`config.mk`:
```
export PLATFORM = sky130hd
export DESIGN_NAME = act_pacer
export DESIGN_NICKNAME = d
export VERILOG_FILES = /design/src/rtl/act_pacer_pkg.sv /design/src/rtl/gap_timer.sv /design/src/rtl/faw_window.sv /design/src/rtl/bank_timers.sv /design/src/rtl/act_pacer.sv
export SDC_FILE = /design/constraint.sdc
export NUM_CORES = 1
export LEC_CHECK = 0
export ABC_AREA = 1
export BUFFER_PORTS_ARGS = -buffer_cell sky130_fd_sc_hd__buf_2
export CAP_MARGIN = 0
export CORE_MARGIN = 2
export CORE_UTILIZATION = 30
export CTS_BUF_LIST = sky130_fd_sc_hd__clkbuf_8
export DETAILED_ROUTE_END_ITERATION = 10
export PLACE_DENSITY = 0.55
export SETUP_SLACK_MARGIN = 0.1
export SLEW_MARGIN = 10
export SYNTH_ARGS = -nofsm -noshare
export SYNTH_HDL_FRONTEND = slang
export SYNTH_SLANG_ARGS = --single-unit
```
`constraint.sdc`:
```
create_clock -name clk_i -period 1.8 [get_ports clk_i]
set_input_delay 0.09 -clock clk_i [delete_from_list [all_inputs] [get_ports clk_i]]
set_output_delay 0.09 -clock clk_i [all_outputs]
set_load 0.01 [all_outputs]
```
`src/rtl/act_pacer_pkg.sv`:
```
package act_pacer_pkg;
  localparam int unsigned WIN_ACTS = 4;
  localparam int unsigned WIN_PTR_W = $clog2(WIN_ACTS);
endpackage

```
`src/rtl/gap_timer.sv`:
```
module gap_timer #(
  parameter int unsigned GAP = 4
) (
  input  logic clk_i,
  input  logic rst_ni,
  input  logic load_i,
  output logic ready_o
);
  localparam int unsigned W = (GAP < 2) ? 1 : $clog2(GAP);

  logic [W-1:0] cnt_q;

  // loaded with GAP-1 so the next allowed edge is exactly GAP cycles later
  always_ff @(posedge clk_i or negedge rst_ni) begin
    if (!rst_ni)              cnt_q <= '0;
    else if (load_i)          cnt_q <= W'(GAP - 1);
    else if (cnt_q != '0)     cnt_q <= cnt_q - W'(1);
  end

  assign ready_o = (cnt_q == '0);

  // a timer is never reloaded while it still blocks
  a_r3_load_when_ready: assert property (@(posedge clk_i) disable iff (!rst_ni)
    load_i |-> ready_o);
  a_r6_idle_stays_ready: assert property (@(posedge clk_i) disable iff (!rst_ni)
    (ready_o && !load_i) |=> ready_o);
endmodule

```
`src/rtl/faw_window.sv`:
```
module faw_window
  import act_pacer_pkg::*;
#(
  parameter int unsigned T_FAW = 16
) (
  input  logic clk_i,
  input  logic rst_ni,
  input  logic grant_i,
  output logic ok_o
);
  logic [WIN_PTR_W-1:0] wr_ptr_q;
  logic [WIN_ACTS-1:0]  slot_ready;

  for (genvar i = 0; i < WIN_ACTS; i++) begin : g_slot
    gap_timer #(.GAP(T_FAW)) u_slot (
      .clk_i  (clk_i),
      .rst_ni (rst_ni),
      .load_i (grant_i && (wr_ptr_q == WIN_PTR_W'(i))),
      .ready_o(slot_ready[i])
    );
  end

  always_ff @(posedge clk_i or negedge rst_ni) begin
    if (!rst_ni)      wr_ptr_q <= '0;
    else if (grant_i) wr_ptr_q <= wr_ptr_q + WIN_PTR_W'(1);
  end

  // slot under the pointer holds the oldest of the last four grants
  assign ok_o = slot_ready[wr_ptr_q];

  a_r4_no_fifth_in_window: assert property (@(posedge clk_i) disable iff (!rst_ni)
    grant_i |-> (slot_ready != '0));
endmodule

```
`src/rtl/bank_timers.sv`:
```
module bank_timers #(
  parameter int unsigned NUM_BANKS = 8,
  parameter int unsigned T_RC      = 22,
  localparam int unsigned BANK_W   = $clog2(NUM_BANKS)
) (
  input  logic              clk_i,
  input  logic              rst_ni,
  input  logic              grant_i,
  input  logic [BANK_W-1:0] bank_i,
  output logic              ok_o
);
  logic [NUM_BANKS-1:0] bank_ready;

  for (genvar b = 0; b < NUM_BANKS; b++) begin : g_bank
    gap_timer #(.GAP(T_RC)) u_trc (
      .clk_i  (clk_i),
      .rst_ni (rst_ni),
      .load_i (grant_i && (bank_i == BANK_W'(b))),
      .ready_o(bank_ready[b])
    );
  end

  assign ok_o = bank_ready[bank_i];
endmodule

```
`src/rtl/act_pacer.sv`:
```
module act_pacer #(
  parameter int unsigned NUM_BANKS = 8,
  parameter int unsigned T_FAW     = 16,
  parameter int unsigned T_RRD     = 4,
  parameter int unsigned T_RC      = 22,
  localparam int unsigned BANK_W   = $clog2(NUM_BANKS)
) (
  input  logic              clk_i,
  input  logic              rst_ni,
  input  logic              req_i,
  input  logic [BANK_W-1:0] bank_i,
  output logic              grant_o,
  output logic              stall_o
);
  logic rrd_ok, rc_ok, faw_ok;

  gap_timer #(.GAP(T_RRD)) u_rrd (
    .clk_i  (clk_i),
    .rst_ni (rst_ni),
    .load_i (grant_o),
    .ready_o(rrd_ok)
  );

  bank_timers #(.NUM_BANKS(NUM_BANKS), .T_RC(T_RC)) u_banks (
    .clk_i  (clk_i),
    .rst_ni (rst_ni),
    .grant_i(grant_o),
    .bank_i (bank_i),
    .ok_o   (rc_ok)
  );

  faw_window #(.T_FAW(T_FAW)) u_faw (
    .clk_i  (clk_i),
    .rst_ni (rst_ni),
    .grant_i(grant_o),
    .ok_o   (faw_ok)
  );

  assign grant_o = req_i && rrd_ok && rc_ok && faw_ok;
  assign stall_o = req_i && !grant_o;

  a_r5_grant_needs_req: assert property (@(posedge clk_i) disable iff (!rst_ni)
    grant_o |-> req_i);
  a_r5_stall_excl_grant: assert property (@(posedge clk_i) disable iff (!rst_ni)
    !(grant_o && stall_o));

  if (T_RRD > 1) begin : g_rrd_chk
    a_r2_no_back_to_back: assert property (@(posedge clk_i) disable iff (!rst_ni)
      grant_o |=> !grant_o);
  end
endmodule

```
# Word level (Yosys, flattened, before mapping)
# Cells that the tools add are included.
# W data, S select, Z words.
# op_classes
eq_ne	10
addsub	14
n_mux	30
n_lt_le_gt_ge	2
n_bitwise	0
multipliers	0
n_shift	0
n_reduce_logical	58
n_div	0
# ops
operator	count
$mux W5	16
$logic_not A5 Y1	8
$reduce_bool A5 Y1	8
$sub A5 B1 Y5 const B	8
$mux W4	8
$reduce_bool A2 Y1	14
$logic_and A1 B1 Y1	16
$logic_not A4 Y1	4
$reduce_bool A4 Y1	4
$sub A4 B1 Y4 const B	4
$eq A3 B3 Y1 const B	4
$eq A3 B2 Y1 const B	2
$eq A2 B2 Y1 const B	2
$logic_not A2 Y1	2
$lt A3 B4 Y1 const B	1
$mux W2	2
$bmux W1 S3	1
$eq A3 B1 Y1 const B	1
$logic_not A3 Y1	1
$lt A2 B3 Y1 const B	1
$add A2 B1 Y2 const B	1
$bmux W1 S2	1
$eq A2 B1 Y1 const B	1
$mux W1	2
2 further kinds	2
# word_totals
ff_bits	60
romBits	0
output_inout_bits	2
latch_bits	0
ramBits	0
mem_count	0

# Longest topological paths before layout
# Gate-level depths: netlist of the first run.
# logic_depth
ltp_word	7
mapped_depth	13

# Cells and area by module
# From an unflattened synthesis of the first run, not the netlist that was laid out.
# unflattened
cells_unflattened	467
area_unflattened_um2	3552.2
# by_module_without_submodules
module	area_each_um2	instances	cells_per_inst	seq_area_each_um2
gap_timer (u_banks.g_bank[0].u_trc ...)	276.5	8	33	125.1
gap_timer (u_faw.g_slot[0].u_slot ...)	216.5	4	29	100.1
faw_window	198.9	1	30	50.0
bank_timers	142.6	1	38	0.0
gap_timer (u_rrd)	111.4	1	14	50.0
act_pacer	21.3	1	5	0.0

# Least setup slack after synthesis of the first run
# No wires, ideal clock.
# synth_timing
kind	reg-to-reg
from	reg u_banks.g_bank[2].u_trc.cnt_q[0]
to	reg u_faw.g_slot[1].u_slot.cnt_q[2]
n_path_buf	2
slack_ns	0.164
arrival_ns	1.554
setup_ns	0.082
t_required_ns	1.718
period_less_slack_ns	1.636
path_stages_with_launch	13
cell_sequence	dfrtp_1 > inv_1 > ha_1 > inv_1 > nor2_1 > nand2_2 > nand2_1 > nand2_1 > o21ai_1 > nand3_2 > buf_6 > buf_6 > o22ai_1
# synth_between
elab_chain_cells	7
word_cells_on_any_way	8
# synth_lines
item	line	rtl
from (decl)	gap_timer.sv:11	logic [W-1:0] cnt_q;
from (signal assigned)	gap_timer.sv:16	else if (load_i) cnt_q <= W'(GAP - 1);
from (signal assigned)	gap_timer.sv:17	else if (cnt_q != '0) cnt_q <= cnt_q - W'(1);
$logic_not A5 Y1 (*)	gap_timer.sv:20	assign ready_o = (cnt_q == '0);
$bmux W1 S3 (*)	bank_timers.sv:23	assign ok_o = bank_ready[bank_i];
$mux W1 (implied by the code) (*)	bank_timers.sv:23	
$logic_and A1 B1 Y1 (*) (2 in a row)	act_pacer.sv:39	assign grant_o = req_i && rrd_ok && rc_ok && faw_ok;
$logic_and A1 B1 Y1 (*)	faw_window.sv:18	.load_i (grant_i && (wr_ptr_q == WIN_PTR_W'(i))),
$mux W4 / $reduce_bool A2 Y1 (equally long branches)	-	
to (signal assigned)	gap_timer.sv:16	
to (signal assigned)	gap_timer.sv:17	
to (decl)	gap_timer.sv:11	
# Every way passes the cells marked *; elsewhere a longest branch is shown, timed or not. The select of a mux whose other input is x is not followed.
# A chain may end at the register's enable or synchronous reset.

# Worst setup path in the final report of the first run
# layout_timing
from	reg u_banks.g_bank[1].u_trc.cnt_q[0]
to	out stall_o
# layout_between
elab_chain_cells	7
# layout_lines
item	line	rtl
from (decl)	gap_timer.sv:11	
from (signal assigned)	gap_timer.sv:16	
from (signal assigned)	gap_timer.sv:17	
$logic_not A5 Y1	gap_timer.sv:20	
$bmux W1 S3	bank_timers.sv:23	
$mux W1 (implied by the code)	bank_timers.sv:23	
$logic_and A1 B1 Y1 (2 in a row)	act_pacer.sv:39	
$logic_not A1 Y1	act_pacer.sv:40	assign stall_o = req_i && !grant_o;
$logic_and A1 B1 Y1	act_pacer.sv:40	
to (decl)	act_pacer.sv:13	output logic stall_o
# No other way between the ends. The select of a mux whose other input is x is not followed.

==> results of run 1 <==
state kept, by name (all words and copies together) (netlist names):
| name | cells |
|---|---|
| u_rrd.cnt_q | 2 |
| u_faw.g_slot.u_slot.cnt_q | 16 |
| u_faw.wr_ptr_q | 2 |
| u_banks.g_bank.u_trc.cnt_q | 40 |
per-stage QoR:
| stage | setup WS, ns | setup TNS (ns) | util | cells |
|---|---|---|---|---|
| after floorplan | 0.1635 | 0 | - | 396 |
| after global placement | 0.06107 | 0 | 0.3329 | 556 |
| after detailed placement | 0.006753 | 0 | 0.3329 | 556 |
| after CTS | -0.1722 | -0.9432 | 0.3841 | 602 |
| after global routing | -0.3068 | -4.257 | 0.4000 | 611 |
| final | -0.1948 | -1.076 | 0.4000 | 611 |
layout by cell type (no fill, tap or decap), types with 9 or more instances in the layout:
cell / netlist / final
nand2_1: 73 / 67
dfrtp_1: 60 / 60
inv_1: 69 / 50
buf_4: 0 / 44
inv_2: 1 / 23
xor2_1: 20 / 20
ha_1: 29 / 20
nor2_1: 23 / 19
o21ai_0: 26 / 16
xnor2_1: 14 / 14
nand3_1: 14 / 13
o21bai_1: 12 / 12
clkbuf_8: 0 / 12
o21ai_1: 2 / 9
routing by layer:
metal,part of all wire,track usage
met4,0.023,0.04938
met1,0.46,0.1512
met3,0.030,0.03430
met2,0.48,0.2089
met5,0,0
power groups by stage:
stage / Clock [W] / Sequential (W) / Combinational (W)
floorplan: 0 / 0.00255 / 0.00264
global placement: 0 / 0.00263 / 0.00321
detailed placement: 0 / 0.00264 / 0.00328
CTS: 0.00117 / 0.00263 / 0.00391
global route: 0.00124 / 0.00274 / 0.00496
finish: 0.00114 / 0.00266 / 0.00435
worst max path at each step:
stage                                           from                                to  slack (ns)
floorplan           u_banks.g_bank[2].u_trc.cnt_q[0]   u_faw.g_slot[1].u_slot.cnt_q[2]        0.16
global placement     u_faw.g_slot[2].u_slot.cnt_q[0]  u_banks.g_bank[5].u_trc.cnt_q[1]        0.06
detailed placement  u_banks.g_bank[2].u_trc.cnt_q[1]                           grant_o       0.007
CTS                  u_faw.g_slot[1].u_slot.cnt_q[1]                           stall_o       -0.17
global route        u_banks.g_bank[1].u_trc.cnt_q[0]                           stall_o       -0.31
finish              u_banks.g_bank[1].u_trc.cnt_q[0]                           stall_o       -0.19
critical path, delay by kind of cell, from the launching register on:
family          cells  cell delay (ns)
simple gates        6             0.43
flops               1             0.40
buf+inv             5             0.40
fa+ha+maj           1             0.12
compound gates      1             0.19
synthesized netlist by cell type (all sizes together):
master,count
nand2,74
inv,70
dfrtp,60
ha,29
nor2,29
o21ai,29
xor2,20
nand3,19
xnor2,14
o21bai,12
o22ai,12
a21oi,8
nand4,5
nor3,5
buf,4
o21a,4
mux2i,2
timing repair:
| item | CTS | global route |
|---|---|---|
| gates resized for setup | 46 | 40 |
| gates cloned | 2 | 0 |
| pin swaps | 20 | 14 |
| buffers inserted | 28 | 10 |
| hold endpoints to repair | 18 | 0 |
| hold buffers | 1 | 0 |
| setup endpoints to repair | 33 | 54 |
cell type report:
cell class              count  area, um^2
fillers                  1083        6822
multi-input cells         262        1892
flip-flops and latches     60        1501
repair buffers             60       531.8
inverters                  70       262.8
well taps                 143       178.9
clock buffers              12       165.2
clock inverters             4       16.27
cell families after synthesis:
logic type | after synthesis | synth area share
mux | 2 | 0.005764
compound gates | 65 | 0.1182
buf+inv | 74 | 0.08501
fa+ha+maj | 29 | 0.1045
xor+xnor | 34 | 0.08574
simple gates | 132 | 0.1686
flops | 60 | 0.4323
==> flow_metrics.tcl, run 1 <==
set metrics [dict create \
    status "complete, but fails checks" \
    violations "negative setup slack" \
    slowest_stage "dfrtp_1" \
    grt_antenna_before_repair 0 \
    hp-class "in -> reg" \
    area_delta_synth_final_pct 30.94 \
    p_sw_w 0.003233 \
    drt_iter0_drc 126 \
    layout-drive-gt1-share 0.3013 \
    grt_max_degree 43 \
    synth_top_cell_area_share 0.4323 \
    syn_nets 431 \
    drt_wl_total_um 7219 \
    fin_worst_skew_ns 0.009235 \
    netlist_top_cells_area "dfrtp_1, ha_1, nand2_1, inv_1, xor2_1" \
    htreeDepth 3 \
    drtPass1Iterations 4 \
    setup_viol 17 \
    cts_tree "built" \
    worstPathCellList "inv_2 > ha_4 > inv_2 > nor2_4 > nand2_2 > nand2_1 > nand2_1 > o21ai_2 > nand3_4 > buf_12 > nand2_4 > inv_2 > buf_6" \
    vias 2727 \
    die_area_mm2 0.01245 \
    layout.nets 498 \
    ctsRootBufferMaster "clkbuf_8" \
    core_area_mm2 0.01137 \
    synth_warnings 0 \
    drv_cap 0 \
    rsz0062_at_grt "true" \
    rr_endpoint "u_banks.g_bank[3].u_trc.cnt_q[1]" \
    leakagePower_nw 2.227 \
    grt_first_pass_wirelength_um 12450 \
    hold_start "bank_i[2]" \
    worstPathArrival_ns 1.90 \
    sequentialPowerShare 0.326 \
    worstSetupStartpointType "flop" \
    cts_made_buffers 9 \
    p_total_w 0.008145 \
    period_minus_slack_ns 1.995 \
    cts_buffer_depth 2 \
    overflow 0 \
    synth_seq_cells 60 \
    worst_slack_ns -0.1948 \
    clkPwrFrac 0.139 \
    n_antenna_cell 0 \
    period_share 1.108 \
    crit_path_end_kind "output port" \
    drv_slew 0 \
    worstHoldPathCells 3 \
    max_freq_ghz 0.5013 \
    synth_area_mm2 0.003473 \
    synth_top_cell_by_area "dfrtp_1" \
    grt_pass1_vias 2700 \
    gp_congestion 0.7931 \
    cp_max_fo 3 \
    min_to "u_banks.g_bank[7].u_trc.cnt_q[4]" \
    p_sw_frac 0.3970 \
    finalInstanceArea_mm2 0.004548 \
    placed_area_mm2 0.003785 \
    grt.total_usage 0.1241 \
    ioPinCount 8 \
    synthCells 396 \
    combPwrFrac 0.534 \
    hold_violations 0 \
    yosysSeqAreaShare 0.4323 \
    io_buffers 7 \
    syn_area_per_cell_um2 8.771 \
    die_w_um 111.6 \
    detail-route-antenna-nets 0 \
    regToRegSetupSlack_ns -0.12 \
    clkTransAtPathRegs_ns 0.07 \
    power.density_mw_per_mm2 1791 \
    r2r_cells 13 \
    worst_path_most_repeated_cell "inv_2" \
    clock-sinks 60 \
    slew_headroom 0.6767 \
    whs_ns 0.1762 \
    cpPeakStageDelay_ns 0.40 \
    crit-reg2reg-launch "u_banks.g_bank[1].u_trc.cnt_q[0]" \
    initial_core_util 0.3055 \
    vdd_drop_max_mv 0.4506 \
    avgRoutedWirePerCell_um 11.82 \
    synth_cell_types 26 \
    drc_errors 0 \
    dp_hpwl_um 4352 \
    worst-slew-pin-transition_ns 0.4849 \
    p_int_w 0.004911 \
    cp.required_ns 1.71 \
    rows 39 \
    viasPerCell 4.463 \
    crit_type "reg -> out" \
    die_h_um 111.6 \
    clk_latency_ns 0.36 \
]
Note: power is estimated with default switching activity, not from simulation.
==> run 2: changes to the inputs <==
--- a/config.mk
+++ b/config.mk
@@ -13,7 +13,6 @@
 export CTS_BUF_LIST = sky130_fd_sc_hd__clkbuf_8
 export DETAILED_ROUTE_END_ITERATION = 10
 export PLACE_DENSITY = 0.55
-export SETUP_SLACK_MARGIN = 0.1
 export SLEW_MARGIN = 10
 export SYNTH_ARGS = -nofsm -noshare
 export SYNTH_HDL_FRONTEND = slang
==> run 2 against run 1 <==
The run still ends with negative setup slack left. Clock power hardly changed. First-iteration DRC count did not move. Sequential power is essentially flat. Critical path depth is the same. Count of clock-buffer cells in the layout unchanged. Die area unchanged. Setup slack improved by 0.0081 ns. Global-route usage shrank 0.50 points. Clock skew is 0.0014 ns higher. Non-clock buffer count is 1 higher.
==> flow_metrics.tcl, run 2 (synthesis results as in run 1) <==
set metrics [dict create \
    worstHoldPathCells 3 \
    worstSetupStartpointType "flop" \
    rows 39 \
    grt_antenna_before_repair 0 \
    hold_violations 0 \
    cp.required_ns 1.71 \
    cp.depth 13 \
    layout.nets 499 \
    overflow 0 \
    regToRegSetupSlack_ns -0.13 \
    period_minus_slack_ns 1.987 \
    detail-route-antenna-nets 0 \
    max_freq_ghz 0.5033 \
    drtPass1Iterations 4 \
    n_antenna_cell 0 \
    post-route-util 0.4044 \
    hp-class "in -> reg" \
    clock-sinks 60 \
    min_to "u_banks.g_bank[7].u_trc.cnt_q[4]" \
    whs_ns 0.1797 \
    core_area_mm2 0.01137 \
    grt.total_usage 0.1192 \
    setup_viol 15 \
    fin_worst_skew_ns 0.01063 \
    crit-reg2reg-launch "u_banks.g_bank[1].u_trc.cnt_q[0]" \
    die_area_mm2 0.01245 \
    drv_slew 0 \
    io_buffers 7 \
    grt_pass1_vias 2650 \
    grt_max_degree 43 \
    clk_latency_ns 0.36 \
    period_share 1.104 \
    crit_type "reg -> out" \
    use_met1 0.1481 \
    ioPinCount 8 \
    worstPathCellList "inv_2 > ha_4 > inv_2 > nor2_4 > nand2_2 > nand2_1 > nand2_1 > o21ai_2 > nand3_4 > buf_12 > nand2_4 > inv_2 > buf_6" \
    grt_first_pass_wirelength_um 12010 \
    vias 2701 \
    regMostFlops "u_banks.g_bank.u_trc.cnt_q" \
    vdd_drop_max_mv 0.4614 \
    area_delta_synth_final_pct 32.38 \
    cpPeakStageDelay_ns 0.40 \
    hold_start "bank_i[2]" \
    path_buf_inv 5 \
    p_total_w 0.008250 \
    die_h_um 111.6 \
    dpl_worst_slack_ns 0.006753 \
    drc_errors 0 \
    slew_headroom 0.6767 \
    rr_endpoint "u_banks.g_bank[3].u_trc.cnt_q[1]" \
    worstPathArrival_ns 1.90 \
    drt_iter0_drc 126 \
    largest_register_ffs 40 \
    die_w_um 111.6 \
    drt_wl_total_um 7267 \
    cp_top_family "simple AND/OR/NAND/NOR gates" \
    cts_tree "built" \
    status "complete, but fails checks" \
    worst_path_most_repeated_cell "inv_2" \
    slowest_stage "dfrtp_1" \
    dp_hpwl_um 4352 \
    top_regs "u_banks.g_bank.u_trc.cnt_q x40, u_faw.g_slot.u_slot.cnt_q x16" \
    top_usage_layer "met2" \
    avgRoutedWirePerCell_um 11.87 \
    cp_max_fo 3 \
    drv_cap 0 \
    leakagePower_nw 2.239 \
    worst-slew-pin-transition_ns 0.4850 \
    worst_slack_ns -0.1867 \
    final_cell_mix "nand2_1, dfrtp_1, inv_1" \
    rsz0062_at_grt "true" \
    r2r_cells 13 \
    layout-drive-gt1-share 0.3156 \
    htreeDepth 3 \
    power.density_mw_per_mm2 1794 \
    ctsRootBufferMaster "clkbuf_8" \
    met2_usage 0.1951 \
    crit_path_end_kind "output port" \
    violations "negative setup slack" \
    viasPerCell 4.413 \
    grt_use_met3 0.03430 \
    gp_congestion 0.7931 \
    cts_buffer_depth 2 \
    clkTransAtPathRegs_ns 0.07 \
    initial_core_util 0.3055 \
    cts_made_buffers 9 \
    final_common_cell "nand2_1" \
]
-- run 2: routing by layer --
| layer | up-vias | part of all wire |
|---|---|---|
| met2 | 12 | 0.49 |
| met4 | 0 | 0.015 |
| met3 | 8 | 0.020 |
| met1 | 1283 | 0.47 |
| met5 | - | 0 |
| li1 | 1398 | - |
-- run 2: cell type report --
cell class                 count  area, um^2
clock inverter                 4       16.27
fill                        1092        6771
sequential                    60        1501
multi-input combinational    262        1933
clock buffer                  12       165.2
tap                          143       178.9
timing repair buffer          61       540.5
inverter                      70       262.8
-- run 2: where the power goes --
part / internal [W] / total [W] / switching [W]
clock: 0.000596 / 0.00113 / 0.000539
combinational: 0.00227 / 0.00446 / 0.00219
sequential: 0.00210 / 0.00266 / 0.000560
total: 0.00496 / 0.00825 / 0.00329
-- run 2: how the worst max path moves through the flow --
stage | startpoint | endpoint | slack (ns)
CTS | u_faw.g_slot[1].u_slot.cnt_q[1] | stall_o | -0.17
detailed placement | u_banks.g_bank[2].u_trc.cnt_q[1] | grant_o | 0.007
finish | u_banks.g_bank[1].u_trc.cnt_q[0] | stall_o | -0.19
global placement | u_faw.g_slot[2].u_slot.cnt_q[0] | u_banks.g_bank[5].u_trc.cnt_q[1] | 0.06
floorplan | u_banks.g_bank[2].u_trc.cnt_q[0] | u_faw.g_slot[1].u_slot.cnt_q[2] | 0.16
global route | u_banks.g_bank[7].u_trc.cnt_q[0] | stall_o | -0.32
-- run 2: worst register-to-register path: cells and delay by family, from the launching register on --
kind / cells / cell delay [ns]
compound gates: 2 / 0.35
fa+ha+maj: 1 / 0.12
buf+inv: 5 / 0.57
flops: 1 / 0.40
simple gates: 5 / 0.39
-- run 2: repair_timing --
action | 4_1_cts | 5_1_grt
resized for setup | 33 | 61
buffers inserted | 27 | 11
endpoints found under the setup margin | 2 | 54
hold endpoints to repair | 18 | 0
pin swaps | 14 | 19
cloned | 1 | 1
hold buffers | 1 | 0
-- run 2: stage by stage --
step                cells  cell area (um^2)  setup TNS, ns
floorplan             396              3473              0
global placement      556              3785              0
detailed placement    556              3785              0
CTS                   601              4284        -0.4317
global route          612              4598         -4.643
finish                612              4598         -1.061
